`config.mk`:
```
export PLATFORM = sky130hd
export DESIGN_NAME = win_watchdog
export DESIGN_NICKNAME = d
export VERILOG_FILES = /design/src/rtl/win_watchdog_pkg.sv /design/src/rtl/wdt_datapath.sv /design/src/rtl/wdt_control.sv /design/src/rtl/win_watchdog.sv
export SDC_FILE = /design/constraint.sdc
export NUM_CORES = 1
export LEC_CHECK = 0
export ABC_AREA = 1
export BUFFER_PORTS_ARGS = -buffer_cell sky130_fd_sc_hd__buf_2
export CAP_MARGIN = 20
export CORE_ASPECT_RATIO = 0.8
export CORE_UTILIZATION = 62
export DETAILED_ROUTE_END_ITERATION = 6
export GPL_TIMING_DRIVEN = 0
export PLACE_DENSITY = 0.85
export SYNTH_ARGS = -nofsm -noshare
export SYNTH_HDL_FRONTEND = slang
export SYNTH_HIERARCHICAL = 1
export SYNTH_SLANG_ARGS = --single-unit
```
`constraint.sdc`:
```
create_clock -name clk -period 6.9 [get_ports clk]
set_clock_uncertainty 0.2 [all_clocks]
set_input_delay 0.345 -clock clk [delete_from_list [all_inputs] [get_ports clk]]
set_output_delay 0.345 -clock clk [all_outputs]
set_load 0.005 [all_outputs]
```
`src/rtl/win_watchdog_pkg.sv`:
```
package win_watchdog_pkg;

  localparam logic [7:0] REFRESH_KEY = 8'hAC;
  localparam logic [7:0] READ_ON     = 8'h9A;
  localparam logic [7:0] READ_OFF    = 8'h1A;

  // Configuration byte; field order fixes the bit positions (MSB first).
  typedef struct packed {
    logic       irqEn;       // bit 7
    logic [1:0] winSel;      // bits 6:5
    logic       enable;      // bit 4
    logic [2:0] periodSel;   // bits 3:1
    logic       runInSleep;  // bit 0
  } wdCfg_t;

  // Strobes from control to datapath.
  typedef struct packed {
    logic advance;
    logic clear;
  } cntCtl_t;

endpackage

```
`src/rtl/wdt_datapath.sv`:
```
module wdt_datapath
  import win_watchdog_pkg::*;
#(
  parameter int CNT_W = 17  // must be at least 9 so the shortest period is 4 ticks
) (
  input  logic                clk,
  input  logic                rstN,
  input  cntCtl_t             ctl,
  input  logic [2:0]          periodSel,
  input  logic [1:0]          winSel,
  output logic                lastTick,
  output logic                warnTick,
  output logic                winOpen
);

  localparam logic [CNT_W-1:0] ALL_ONES = {CNT_W{1'b1}};
  localparam logic [2:0]       SEL_TOP  = 3'd7;

  logic [CNT_W-1:0] count;
  logic [CNT_W-1:0] lastVal;
  logic [CNT_W-1:0] quarterP;
  logic [CNT_W-1:0] halfP;
  logic [CNT_W-1:0] warnVal;
  logic [CNT_W-1:0] winStart;

  // Last count of the period: P-1, a run of ones.
  assign lastVal  = ALL_ONES >> (SEL_TOP - periodSel);
  assign quarterP = (lastVal >> 2) + 1'b1;
  assign halfP    = (lastVal >> 1) + 1'b1;
  assign warnVal  = lastVal - quarterP;   // 3P/4 - 1

  always_comb begin
    case (winSel)
      2'b00:   winStart = halfP;
      2'b01:   winStart = quarterP;
      default: winStart = '0;
    endcase
  end

  assign lastTick = (count == lastVal);
  assign warnTick = (count == warnVal);
  assign winOpen  = (count >= winStart);

  always_ff @(posedge clk) begin
    if (!rstN)            count <= '0;
    else if (ctl.clear)   count <= '0;
    else if (ctl.advance) count <= count + 1'b1;
  end

  // the count never passes the last value of the selected period
  a_r3_count_in_range: assert property (@(posedge clk) disable iff (!rstN)
    count <= lastVal);

  // a clear strobe always leaves the counter at zero
  a_r6_clear_zeroes: assert property (@(posedge clk) disable iff (!rstN)
    ctl.clear |=> (count == '0));

  // without a strobe the count does not move
  a_r9_hold_idle: assert property (@(posedge clk) disable iff (!rstN)
    (!ctl.clear && !ctl.advance) |=> $stable(count));

endmodule

```
`src/rtl/wdt_control.sv`:
```
module wdt_control
  import win_watchdog_pkg::*;
(
  input  logic        clk,
  input  logic        rstN,
  input  logic [7:0]  cfgIn,
  input  logic        tickEn,
  input  logic        lowPower,
  input  logic        busWr,
  input  logic [7:0]  busWdata,
  input  logic        lastTick,
  input  logic        warnTick,
  input  logic        winOpen,
  output cntCtl_t     ctl,
  output logic [2:0]  periodSel,
  output logic [1:0]  winSel,
  output logic [7:0]  rdData,
  output logic        resetReq,
  output logic        intervalIrq
);

  wdCfg_t cfg;
  logic   advance;
  logic   writeSeen;
  logic   refreshOk;
  logic   badWrite;
  logic   overflowHit;
  logic   fault;

  // Configuration captured throughout reset, frozen afterwards.
  always_ff @(posedge clk) begin
    if (!rstN) cfg <= wdCfg_t'(cfgIn);
  end

  assign periodSel = cfg.periodSel;
  assign winSel    = cfg.winSel;

  assign advance     = cfg.enable && tickEn && !(lowPower && !cfg.runInSleep);
  assign writeSeen   = cfg.enable && busWr;
  assign refreshOk   = writeSeen && (busWdata == REFRESH_KEY) && winOpen;
  assign badWrite    = writeSeen && !refreshOk;
  assign overflowHit = advance && lastTick && !refreshOk;
  assign fault       = badWrite || overflowHit;

  assign ctl.advance = advance;
  assign ctl.clear   = refreshOk || fault;

  assign rdData = cfg.enable ? READ_ON : READ_OFF;

  always_ff @(posedge clk) begin
    if (!rstN) begin
      resetReq    <= 1'b0;
      intervalIrq <= 1'b0;
    end else begin
      resetReq    <= fault && !resetReq;
      intervalIrq <= cfg.irqEn && advance && warnTick && !ctl.clear;
    end
  end

  // the reset request never lasts two cycles
  a_r4_single_pulse: assert property (@(posedge clk) disable iff (!rstN)
    resetReq |=> !resetReq);

  // the warning only appears when its enable bit was captured
  a_r5_irq_needs_enable: assert property (@(posedge clk) disable iff (!rstN)
    intervalIrq |-> cfg.irqEn);

  // a wrong key is answered by a reset request
  a_r7_bad_key_resets: assert property (@(posedge clk) disable iff (!rstN)
    (cfg.enable && busWr && (busWdata != REFRESH_KEY) && !resetReq) |=> resetReq);

  // a disabled watchdog stays silent
  a_r10_quiet_when_off: assert property (@(posedge clk) disable iff (!rstN)
    !cfg.enable |=> (!resetReq && !intervalIrq));

endmodule

```
`src/rtl/win_watchdog.sv`:
```
module win_watchdog
  import win_watchdog_pkg::*;
#(
  parameter int CNT_W = 17
) (
  input  logic       clk,
  input  logic       rstN,
  input  logic [7:0] cfgIn,
  input  logic       tickEn,
  input  logic       lowPower,
  input  logic       busWr,
  input  logic [7:0] busWdata,
  output logic [7:0] rdData,
  output logic       resetReq,
  output logic       intervalIrq
);

  cntCtl_t    ctl;
  logic [2:0] periodSel;
  logic [1:0] winSel;
  logic       lastTick;
  logic       warnTick;
  logic       winOpen;

  wdt_control u_control (
    .clk         (clk),
    .rstN        (rstN),
    .cfgIn       (cfgIn),
    .tickEn      (tickEn),
    .lowPower    (lowPower),
    .busWr       (busWr),
    .busWdata    (busWdata),
    .lastTick    (lastTick),
    .warnTick    (warnTick),
    .winOpen     (winOpen),
    .ctl         (ctl),
    .periodSel   (periodSel),
    .winSel      (winSel),
    .rdData      (rdData),
    .resetReq    (resetReq),
    .intervalIrq (intervalIrq)
  );

  wdt_datapath #(.CNT_W(CNT_W)) u_datapath (
    .clk       (clk),
    .rstN      (rstN),
    .ctl       (ctl),
    .periodSel (periodSel),
    .winSel    (winSel),
    .lastTick  (lastTick),
    .warnTick  (warnTick),
    .winOpen   (winOpen)
  );

endmodule

```
==> tab_implementation.tex, run 1 <==
\begin{tabular}{lr}
\hline
Metric & Value \\
\hline
\multicolumn{2}{l}{\textbf{Critical path}} \\
\quad Crit path required time & 6.88 ns \\
\quad CP Max Fanout & 8 \\
\quad Critical path class & flip-flop to flip-flop \\
\quad Endpoint arrival time on the critical path & 3.12 ns \\
\quad Type of destination of the critical path & flip-flop \\
\quad Worst setup SP type & flip-flop \\
\multicolumn{2}{l}{\textbf{Floorplan}} \\
\quad Effective utilization at floorplan & 0.648 \\
\quad Total Die Area & 0.00382 mm² \\
\quad I/O pin cnt & 31 \\
\quad Y dimension of the die & 55.5 µm \\
\quad Core ar. & 0.00342 mm² \\
\quad Placement row count & 19 \\
\quad Width of the die & 68.9 µm \\
\multicolumn{2}{l}{\textbf{Timing}} \\
\quad Post-Route Setup TNS & 0 ns \\
\quad Number of max-slew violations in the final report & 0 \\
\quad Final period util & 0.454 \\
\quad Tightest slew margin relative to the limit & 0.661 \\
\quad Maximum achievable frequency & 319 MHz \\
\quad Post-layout worst setup margin & 3.77 ns \\
\quad Hold violation total from the final report & 0 \\
\quad Worst Max-Slew Pin Slew & 0.507 ns \\
\quad Min Clock Period, post-route & 3.13 ns \\
\quad RSZ-0062 raised after global routing & false \\
\quad Final-report setup violation count & 0 \\
\multicolumn{2}{l}{\textbf{Clock network}} \\
\quad Clock tree from TritonCTS & built \\
\quad Clock-pin slew on the worst setup and hold paths & 0.10 ns \\
\quad Post-cts hold buffer count & 0 \\
\quad Total clock buffers created by CTS & 3 \\
\quad Count of buffers added by post-CTS timing repair for setup & 0 \\
\quad Sink Count & 27 \\
\quad Post-cts sizing count & 0 \\
\quad Root buffer cell & sky130\_fd\_sc\_hd\_\_clkbuf\_8 \\
\quad CTS max path bufs & 2 \\
\quad Count of H-tree levels built during CTS & 1 \\
\quad Clock insertion delay at the later pin of the skew report & 0.27 ns \\
\multicolumn{2}{l}{\textbf{Synth}} \\
\quad Part of the Yosys area used for sequential elements & 0.280 \\
\quad Avg Inst Size Synth & 6.70 µm² \\
\quad Top cells by area in the synthesized netlist & sky130\_fd\_sc\_hd\_\_dfxtp\_1, sky130\_fd\_sc\_hd\_\_nand2\_1, sky130\_fd\_sc\_hd\_\_edfxtp\_1, sky130\_fd\_sc\_hd\_\_ha\_1, sky130\_fd\_sc\_hd\_\_nor2\_1 \\
\quad Area share of the largest cell type after synthesis & 0.171 \\
\quad Prevailing post-synth register cell & sky130\_fd\_sc\_hd\_\_dfxtp\_1 \\
\quad Most numerous cell types in the synthesized netlist & sky130\_fd\_sc\_hd\_\_nand2\_1, sky130\_fd\_sc\_hd\_\_nor2\_1, sky130\_fd\_sc\_hd\_\_inv\_1 \\
\quad Most area-hungry cell type in the Yosys netlist & sky130\_fd\_sc\_hd\_\_dfxtp\_1 \\
\quad Synthesized cell area & 0.00222 mm² \\
\quad Number of register bits inferred by synthesis & 27 \\
\quad Distinct cell type count after synthesis & 36 \\
\quad Async set or reset register ratio after synthesis & 0 \\
\quad Most instantiated library cell after synthesis & sky130\_fd\_sc\_hd\_\_nand2\_1 \\
\quad Number of flops mapped to enable cells by yosys & 8 \\
\quad Gate count of the mapped netlist & 331 \\
\quad Yosys warnings & 6 \\
\multicolumn{2}{l}{\textbf{GRT}} \\
\quad Via count of the first global-routing pass & 1,873 \\
\quad Grt met1 use & 0.422 \\
\quad Number of antenna violations at the first check in global routing & 0 \\
\quad Met3 usage & 0.0413 \\
\quad Most utilized layer in the global route result & met2 \\
\quad Pin count of the biggest net entering global routing & 18 \\
\quad Global routing usage summed across all routing layers & 0.285 \\
\quad Wire length of the first global-routing pass & 8.29 mm \\
\quad M2 GR Usage & 0.452 \\
\quad Total overflow reported by the global router & 0 \\
\multicolumn{2}{l}{\textbf{Flow run}} \\
\quad Max-cap viol count & 0 \\
\multicolumn{2}{l}{\textbf{Hold path}} \\
\quad Hold Crit Class & input pin to flip-flop \\
\multicolumn{2}{l}{\textbf{Placement}} \\
\quad Placed wire-length estimate after detailed placement & 3.95 mm \\
\quad Placed Area & 0.00240 mm² \\
\quad IO buf count & 23 \\
\quad Worst setup slack after placement & 3.78 ns \\
\quad GP Congestion & 0.961 \\
\multicolumn{2}{l}{\textbf{Cells and area}} \\
\quad Fraction of final layout cells sized beyond drive strength 1 & 0.182 \\
\quad Post-Layout Inst Area & 0.00245 mm² \\
\quad Layout fillers & 291 \\
\quad Layout area overhead & 10.7\% \\
\quad Inserted Diodes & 0 \\
\quad NumNets Final & 401 \\
\multicolumn{2}{l}{\textbf{Routing}} \\
\quad Remaining antenna violation count after routing & 0 \\
\quad DRC violation count after routing & 0 \\
\quad Total Wirelength & 4.92 mm \\
\quad Final routed wire length divided by cell count & 12.2 µm \\
\quad Total number of vias & 2,174 \\
\quad First-iteration detailed-routing DRC count & 171 \\
\quad Vias per cell & 5.37 \\
\quad Number of detailed-route iterations in the first pass & 7 \\
\multicolumn{2}{l}{\textbf{Status}} \\
\quad Outcome & finished clean \\
\multicolumn{2}{l}{\textbf{Power and ir drop}} \\
\quad Worst voltage drop across the vdd grid & 0.168 mV \\
\quad Standby leakage power & 1.12 nW \\
\quad PD cells & 144 mW/mm² \\
\quad Power Total & 354 µW \\
\hline
\end{tabular}
==> final timing paths <==
path	startpoint	endpoint	slack, ns	cells after the start
hold / removal	cfgIn[4]	u_control/cfg[4]	0.04	1
setup reg to reg	u_control/periodSel[1]	u_control/resetReq	3.77	18
hold reg to reg	u_control/resetReq	u_control/resetReq	0.31	3
setup / recovery	u_control/periodSel[1]	u_control/resetReq	3.77	18
==> area by class of cell <==
cell class | count | area [µm²] | share of cell area
plain buffers | 19 | 136 | 0.0556
inverters | 46 | 173 | 0.0703
well taps | 42 | 52.6 | 0.0214
clock buffers | 3 | 41.3 | 0.0168
flip-flops and latches | 27 | 621 | 0.253
repair buffers | 23 | 115 | 0.0469
clock inverters | 1 | 8.76 | 0.00357
multi-input cells | 244 | 1310 | 0.533
==> flip-flops by register name, summed over array words and instances (netlist names) <==
| register | count |
|---|---|
| u_datapath/count | 17 |
| u_control/winSel | 2 |
| u_control/cfg | 3 |
| u_control/resetReq | 1 |
| u_control/periodSel | 3 |
| u_control/intervalIrq | 1 |
==> stage by stage <==
stage,instances,util,hold slack (ns)
3_5_place_dp,401,0.702,0.286
4_1_cts,405,0.717,0.0290
6_report,405,0.717,0.0362
3_3_place_gp,401,0.702,0.275
2_1_floorplan,336,-,0.244
5_1_grt,405,0.717,0.0204
==> per-layer routing <==
layer  wire (µm)  part of all wire  vias up
met4          27            0.0055        0
met5           0                 0        -
met2        2250              0.46      103
li1            -                 -     1120
met1        2250              0.46      947
met3         396             0.080        4
==> logic make-up (layout without fill, tap and decap cells) <==
kind of cell / Yosys count / count (layout) / synth area share
fa+ha+maj: 16 / 16 / 0.0902
other cells: 2 / 7 / 0.00339
simple gates: 163 / 163 / 0.332
compound gates: 51 / 51 / 0.127
flops: 27 / 27 / 0.280
xor+xnor: 7 / 7 / 0.0276
buf+inv: 65 / 92 / 0.139
==> power by group <==
group	switching (mW)	leakage (nW)	internal (mW)	total, mW
Sequential	0.00203	0.232	0.168	0.170
Combinational	0.0522	0.867	0.0345	0.0868
Clock	0.0542	0.0261	0.0424	0.0966
==> worst max-delay path: stages, from the launching register on <==
cell and delay (ns):
sky130_fd_sc_hd__edfxtp_1 0.39, sky130_fd_sc_hd__buf_4 0.15, sky130_fd_sc_hd__buf_6 0.13, sky130_fd_sc_hd__nor2_4 0.15, sky130_fd_sc_hd__nand2_1 0.17, sky130_fd_sc_hd__inv_2 0.16
sky130_fd_sc_hd__ha_1 0.28, sky130_fd_sc_hd__o22ai_1 0.18, sky130_fd_sc_hd__inv_1 0.06, sky130_fd_sc_hd__ha_1 0.27, sky130_fd_sc_hd__nand2_1 0.05, sky130_fd_sc_hd__nor3_1 0.29
sky130_fd_sc_hd__nand3b_1 0.12, sky130_fd_sc_hd__nand3_1 0.11, sky130_fd_sc_hd__nand2_1 0.06, sky130_fd_sc_hd__nor2_1 0.08, sky130_fd_sc_hd__nand2_1 0.07, sky130_fd_sc_hd__nor2_2 0.09
sky130_fd_sc_hd__nor2_2 0.04
==> layout by cell type (no fill, tap or decap), types with 2 or more instances in the layout <==
cell type and n:
sky130_fd_sc_hd__clkbuf_1 2, sky130_fd_sc_hd__a21oi_1 22, sky130_fd_sc_hd__nand3_1 17, sky130_fd_sc_hd__a32oi_1 2, sky130_fd_sc_hd__a22oi_1 2, sky130_fd_sc_hd__buf_2 24, sky130_fd_sc_hd__nand3b_1 2, sky130_fd_sc_hd__nor3_1 7
sky130_fd_sc_hd__edfxtp_1 8, sky130_fd_sc_hd__nand4_1 4, sky130_fd_sc_hd__nand2_2 7, sky130_fd_sc_hd__xor2_1 5, sky130_fd_sc_hd__dfxtp_1 19, sky130_fd_sc_hd__nand2_1 71, sky130_fd_sc_hd__nor2_4 4, sky130_fd_sc_hd__conb_1 7
sky130_fd_sc_hd__ha_1 16, sky130_fd_sc_hd__xnor2_1 2, sky130_fd_sc_hd__buf_4 15, sky130_fd_sc_hd__clkbuf_8 3, sky130_fd_sc_hd__o21ai_0 17, sky130_fd_sc_hd__nor2_2 3, sky130_fd_sc_hd__o22ai_1 2, sky130_fd_sc_hd__inv_2 4
sky130_fd_sc_hd__nor2_1 44, sky130_fd_sc_hd__inv_1 42
(Power assumes the default switching activity.)
==> inputs of run 2 (changes only) <==
--- a/config.mk
+++ b/config.mk
@@ -9,10 +9,10 @@
 export BUFFER_PORTS_ARGS = -buffer_cell sky130_fd_sc_hd__buf_2
 export CAP_MARGIN = 20
 export CORE_ASPECT_RATIO = 0.8
-export CORE_UTILIZATION = 62
+export CORE_UTILIZATION = 52
 export DETAILED_ROUTE_END_ITERATION = 6
 export GPL_TIMING_DRIVEN = 0
-export PLACE_DENSITY = 0.85
+export PLACE_DENSITY = 0.76
 export SYNTH_ARGS = -nofsm -noshare
 export SYNTH_HDL_FRONTEND = slang
 export SYNTH_HIERARCHICAL = 1
==> constraint.sdc (replaced) <==
create_clock -name clk -period 2.6 [get_ports clk]
set_clock_uncertainty 0.2 [all_clocks]
set_input_delay 0.13 -clock clk [delete_from_list [all_inputs] [get_ports clk]]
set_output_delay 0.13 -clock clk [all_outputs]
set_load 0.005 [all_outputs]
==> tab_implementation.tex, run 2 (synthesis results as in run 1) <==
\begin{tabular}{lr}
\hline
Metric & Value \\
\hline
\multicolumn{2}{l}{\textbf{Status}} \\
\quad Outcome & finished with violations \\
\quad Violations in the final reports & setup timing \\
\multicolumn{2}{l}{\textbf{Routing}} \\
\quad First-iteration detailed-routing DRC count & 267 \\
\quad Vias per cell & 5.25 \\
\quad Remaining antenna violation count after routing & 0 \\
\quad Total Wirelength & 6.07 mm \\
\quad Final routed wire length divided by cell count & 13.7 µm \\
\quad Total number of vias & 2,329 \\
\quad DRC violation count after routing & 0 \\
\quad Number of detailed-route iterations in the first pass & 7 \\
\multicolumn{2}{l}{\textbf{Floorplan}} \\
\quad Effective utilization at floorplan & 0.565 \\
\quad Width of the die & 75.0 µm \\
\quad Y dimension of the die & 60.4 µm \\
\quad Total Die Area & 0.00453 mm² \\
\quad Placement row count & 20 \\
\quad I/O pin cnt & 31 \\
\quad Core ar. & 0.00393 mm² \\
\multicolumn{2}{l}{\textbf{Critical path}} \\
\quad Endpoint arrival time on the critical path & 2.60 ns \\
\quad Crit path cell chain & buf\_6 > inv\_1 > nand2\_4 > ha\_4 > inv\_2 > a32oi\_1 > ha\_1 > nand2\_1 > nor3\_2 > nand3b\_1 > nand3\_2 > nand2\_2 > nor2\_2 > nand2\_1 > nor2\_2 > nor2\_2 \\
\quad Crit path required time & 2.59 ns \\
\quad CP Max Fanout & 4 \\
\quad Cell repeated most along the worst path & sky130\_fd\_sc\_hd\_\_nor2\_2 \\
\quad Type of destination of the critical path & flip-flop \\
\quad Slowest stage delay, CP & 0.39 ns \\
\quad Worst setup SP type & flip-flop \\
\quad Path depth of the worst reg2reg path & 16 \\
\quad Library cell contributing the largest single delay on the critical path & sky130\_fd\_sc\_hd\_\_edfxtp\_1 \\
\quad Critical path class & flip-flop to flip-flop \\
\quad End of the worst register-to-register path & u\_control/resetReq \\
\quad Slack of the worst reg-to-reg path & -0.009 ns \\
\quad RR Startpoint & u\_control/periodSel[1] \\
\multicolumn{2}{l}{\textbf{Cells and area}} \\
\quad Top reg by flops & u\_datapath/count \\
\quad Max reg flops & 17 \\
\quad Most common library cell in the layout ignoring fill and taps & sky130\_fd\_sc\_hd\_\_nand2\_1 \\
\quad Commonest cells after routing, fill and taps aside & sky130\_fd\_sc\_hd\_\_nand2\_1, sky130\_fd\_sc\_hd\_\_inv\_1, sky130\_fd\_sc\_hd\_\_nor2\_1, sky130\_fd\_sc\_hd\_\_buf\_4, sky130\_fd\_sc\_hd\_\_buf\_2 \\
\quad NumNets Final & 427 \\
\quad Inserted Diodes & 0 \\
\quad Post-Layout Inst Area & 0.00289 mm² \\
\quad Layout area overhead & 30.3\% \\
\quad Layout fillers & 299 \\
\quad Fraction of final layout cells sized beyond drive strength 1 & 0.280 \\
\multicolumn{2}{l}{\textbf{Timing}} \\
\quad Number of max-slew violations in the final report & 0 \\
\quad Maximum achievable frequency & 383 MHz \\
\quad Min Clock Period, post-route & 2.61 ns \\
\quad Hold violation total from the final report & 0 \\
\quad Post-layout worst setup margin & -0.00881 ns \\
\quad RSZ-0062 raised after global routing & true \\
\quad Final period util & 1.00 \\
\quad Final-report setup violation count & 1 \\
\multicolumn{2}{l}{\textbf{Power and ir drop}} \\
\quad Reported net switching power & 332 µW \\
\quad Power Total & 1.04 mW \\
\quad Seq pwr share & 0.436 \\
\quad Combinational cell fraction of total power & 0.319 \\
\quad Switching share of power & 0.319 \\
\quad Clk network pwr share & 0.244 \\
\quad Standby leakage power & 1.28 nW \\
\quad PD cells & 360 mW/mm² \\
\quad Worst voltage drop across the vdd grid & 0.338 mV \\
\quad Internal cell power & 708 µW \\
\multicolumn{2}{l}{\textbf{Flow run}} \\
\quad Max-cap viol count & 0 \\
\multicolumn{2}{l}{\textbf{GRT}} \\
\quad Pin count of the biggest net entering global routing & 17 \\
\quad Wire length of the first global-routing pass & 8.78 mm \\
\quad Via count of the first global-routing pass & 1,934 \\
\quad Global routing usage summed across all routing layers & 0.260 \\
\quad Total overflow reported by the global router & 0 \\
\quad Number of antenna violations at the first check in global routing & 0 \\
\multicolumn{2}{l}{\textbf{Clock network}} \\
\quad CTS max path bufs & 2 \\
\quad Root buffer cell & sky130\_fd\_sc\_hd\_\_clkbuf\_8 \\
\quad Sink Count & 27 \\
\quad Clock-pin slew on the worst setup and hold paths & 0.10 ns \\
\quad Total clock buffers created by CTS & 3 \\
\quad Clock tree from TritonCTS & built \\
\quad Count of H-tree levels built during CTS & 1 \\
\quad Clock insertion delay at the later pin of the skew report & 0.28 ns \\
\multicolumn{2}{l}{\textbf{Hold path}} \\
\quad Min-delay src & rstN \\
\quad Hold Crit Class & input pin to flip-flop \\
\quad Worst Hold End & u\_datapath/count[1] \\
\quad Number of instances on the worst hold path & 5 \\
\multicolumn{2}{l}{\textbf{Placement}} \\
\quad IO buf count & 23 \\
\quad Placed wire-length estimate after detailed placement & 3.80 mm \\
\quad Placed Area & 0.00243 mm² \\
\quad GP Congestion & 0.947 \\
\hline
\end{tabular}
run 2: worst max path at each step:
stage | startpoint | endpoint | slack, ns | depth (start not counted)
2_1_floorplan | u_control/periodSel[1] | u_control/resetReq | 0.001 | 18
3_3_place_gp | u_control/periodSel[1] | u_control/resetReq | -0.28 | 18
3_5_place_dp | u_control/periodSel[1] | u_control/resetReq | -0.31 | 18
4_1_cts | u_control/periodSel[1] | u_control/resetReq | -0.003 | 17
5_1_grt | u_control/periodSel[2] | u_control/resetReq | -0.15 | 16
6_report | u_control/periodSel[1] | u_control/resetReq | -0.009 | 16
run 2: cell type report:
| type | instances | area [µm²] | area share |
|---|---|---|---|
| multi-input combinational | 244 | 1480 | 0.511 |
| buffer | 17 | 131 | 0.0454 |
| clock inverter | 1 | 7.51 | 0.00260 |
| timing repair buffer | 51 | 363 | 0.125 |
| tap | 55 | 68.8 | 0.0238 |
| clock buffer | 3 | 41.3 | 0.0143 |
| sequential | 27 | 621 | 0.215 |
| inverter | 46 | 180 | 0.0623 |
run 2: layer usage:
metal | vias to the layer above | wire length [µm] | global-route usage
met5 | - | 0 | 0
met4 | 0 | 96 | 0.0458
met3 | 11 | 444 | 0.0415
met2 | 116 | 2890 | 0.440
met1 | 1033 | 2640 | 0.356
li1 | 1169 | - | -
run 2: metrics by stage:
stage / std cells / hold slack (ns) / setup TNS [ns] / setup WS (ns) / util
2_1_floorplan: 336 / 0.0289 / 0 / 0.00120 / -
3_3_place_gp: 414 / 0.107 / -0.842 / -0.284 / 0.618
3_5_place_dp: 414 / 0.109 / -1.22 / -0.309 / 0.618
4_1_cts: 440 / 0.0143 / -0.00330 / -0.00330 / 0.699
5_1_grt: 444 / 0.0233 / -0.273 / -0.153 / 0.736
6_report: 444 / 0.00164 / -0.00881 / -0.00881 / 0.736
run 2: timing repair:
action	in CTS	in global routing
gates resized for setup	19	25
hold endpoints to repair	10	0
hold buffers	15	0
pin swaps	15	13
endpoints found under the setup margin	12	17
setup buffers	9	4
run 2: power groups by stage:
stage	Clock [mW]	Combinational [mW]	Sequential (mW)
2_1_floorplan	0	0.175	0.460
3_3_place_gp	0	0.224	0.461
3_5_place_dp	0	0.228	0.461
4_1_cts	0.254	0.277	0.453
5_1_grt	0.270	0.358	0.456
6_report	0.254	0.332	0.454
run 2: worst max-delay path, delay by kind of cell, from the launching register on:
family,cells,cell delay [ns]
adder cells (fa/ha/maj),2,0.58
buffers and inverters,3,0.38
flip-flops,1,0.39
AO/OA/AOI/OAI,1,0.06
AND/OR/NAND/NOR,10,0.92
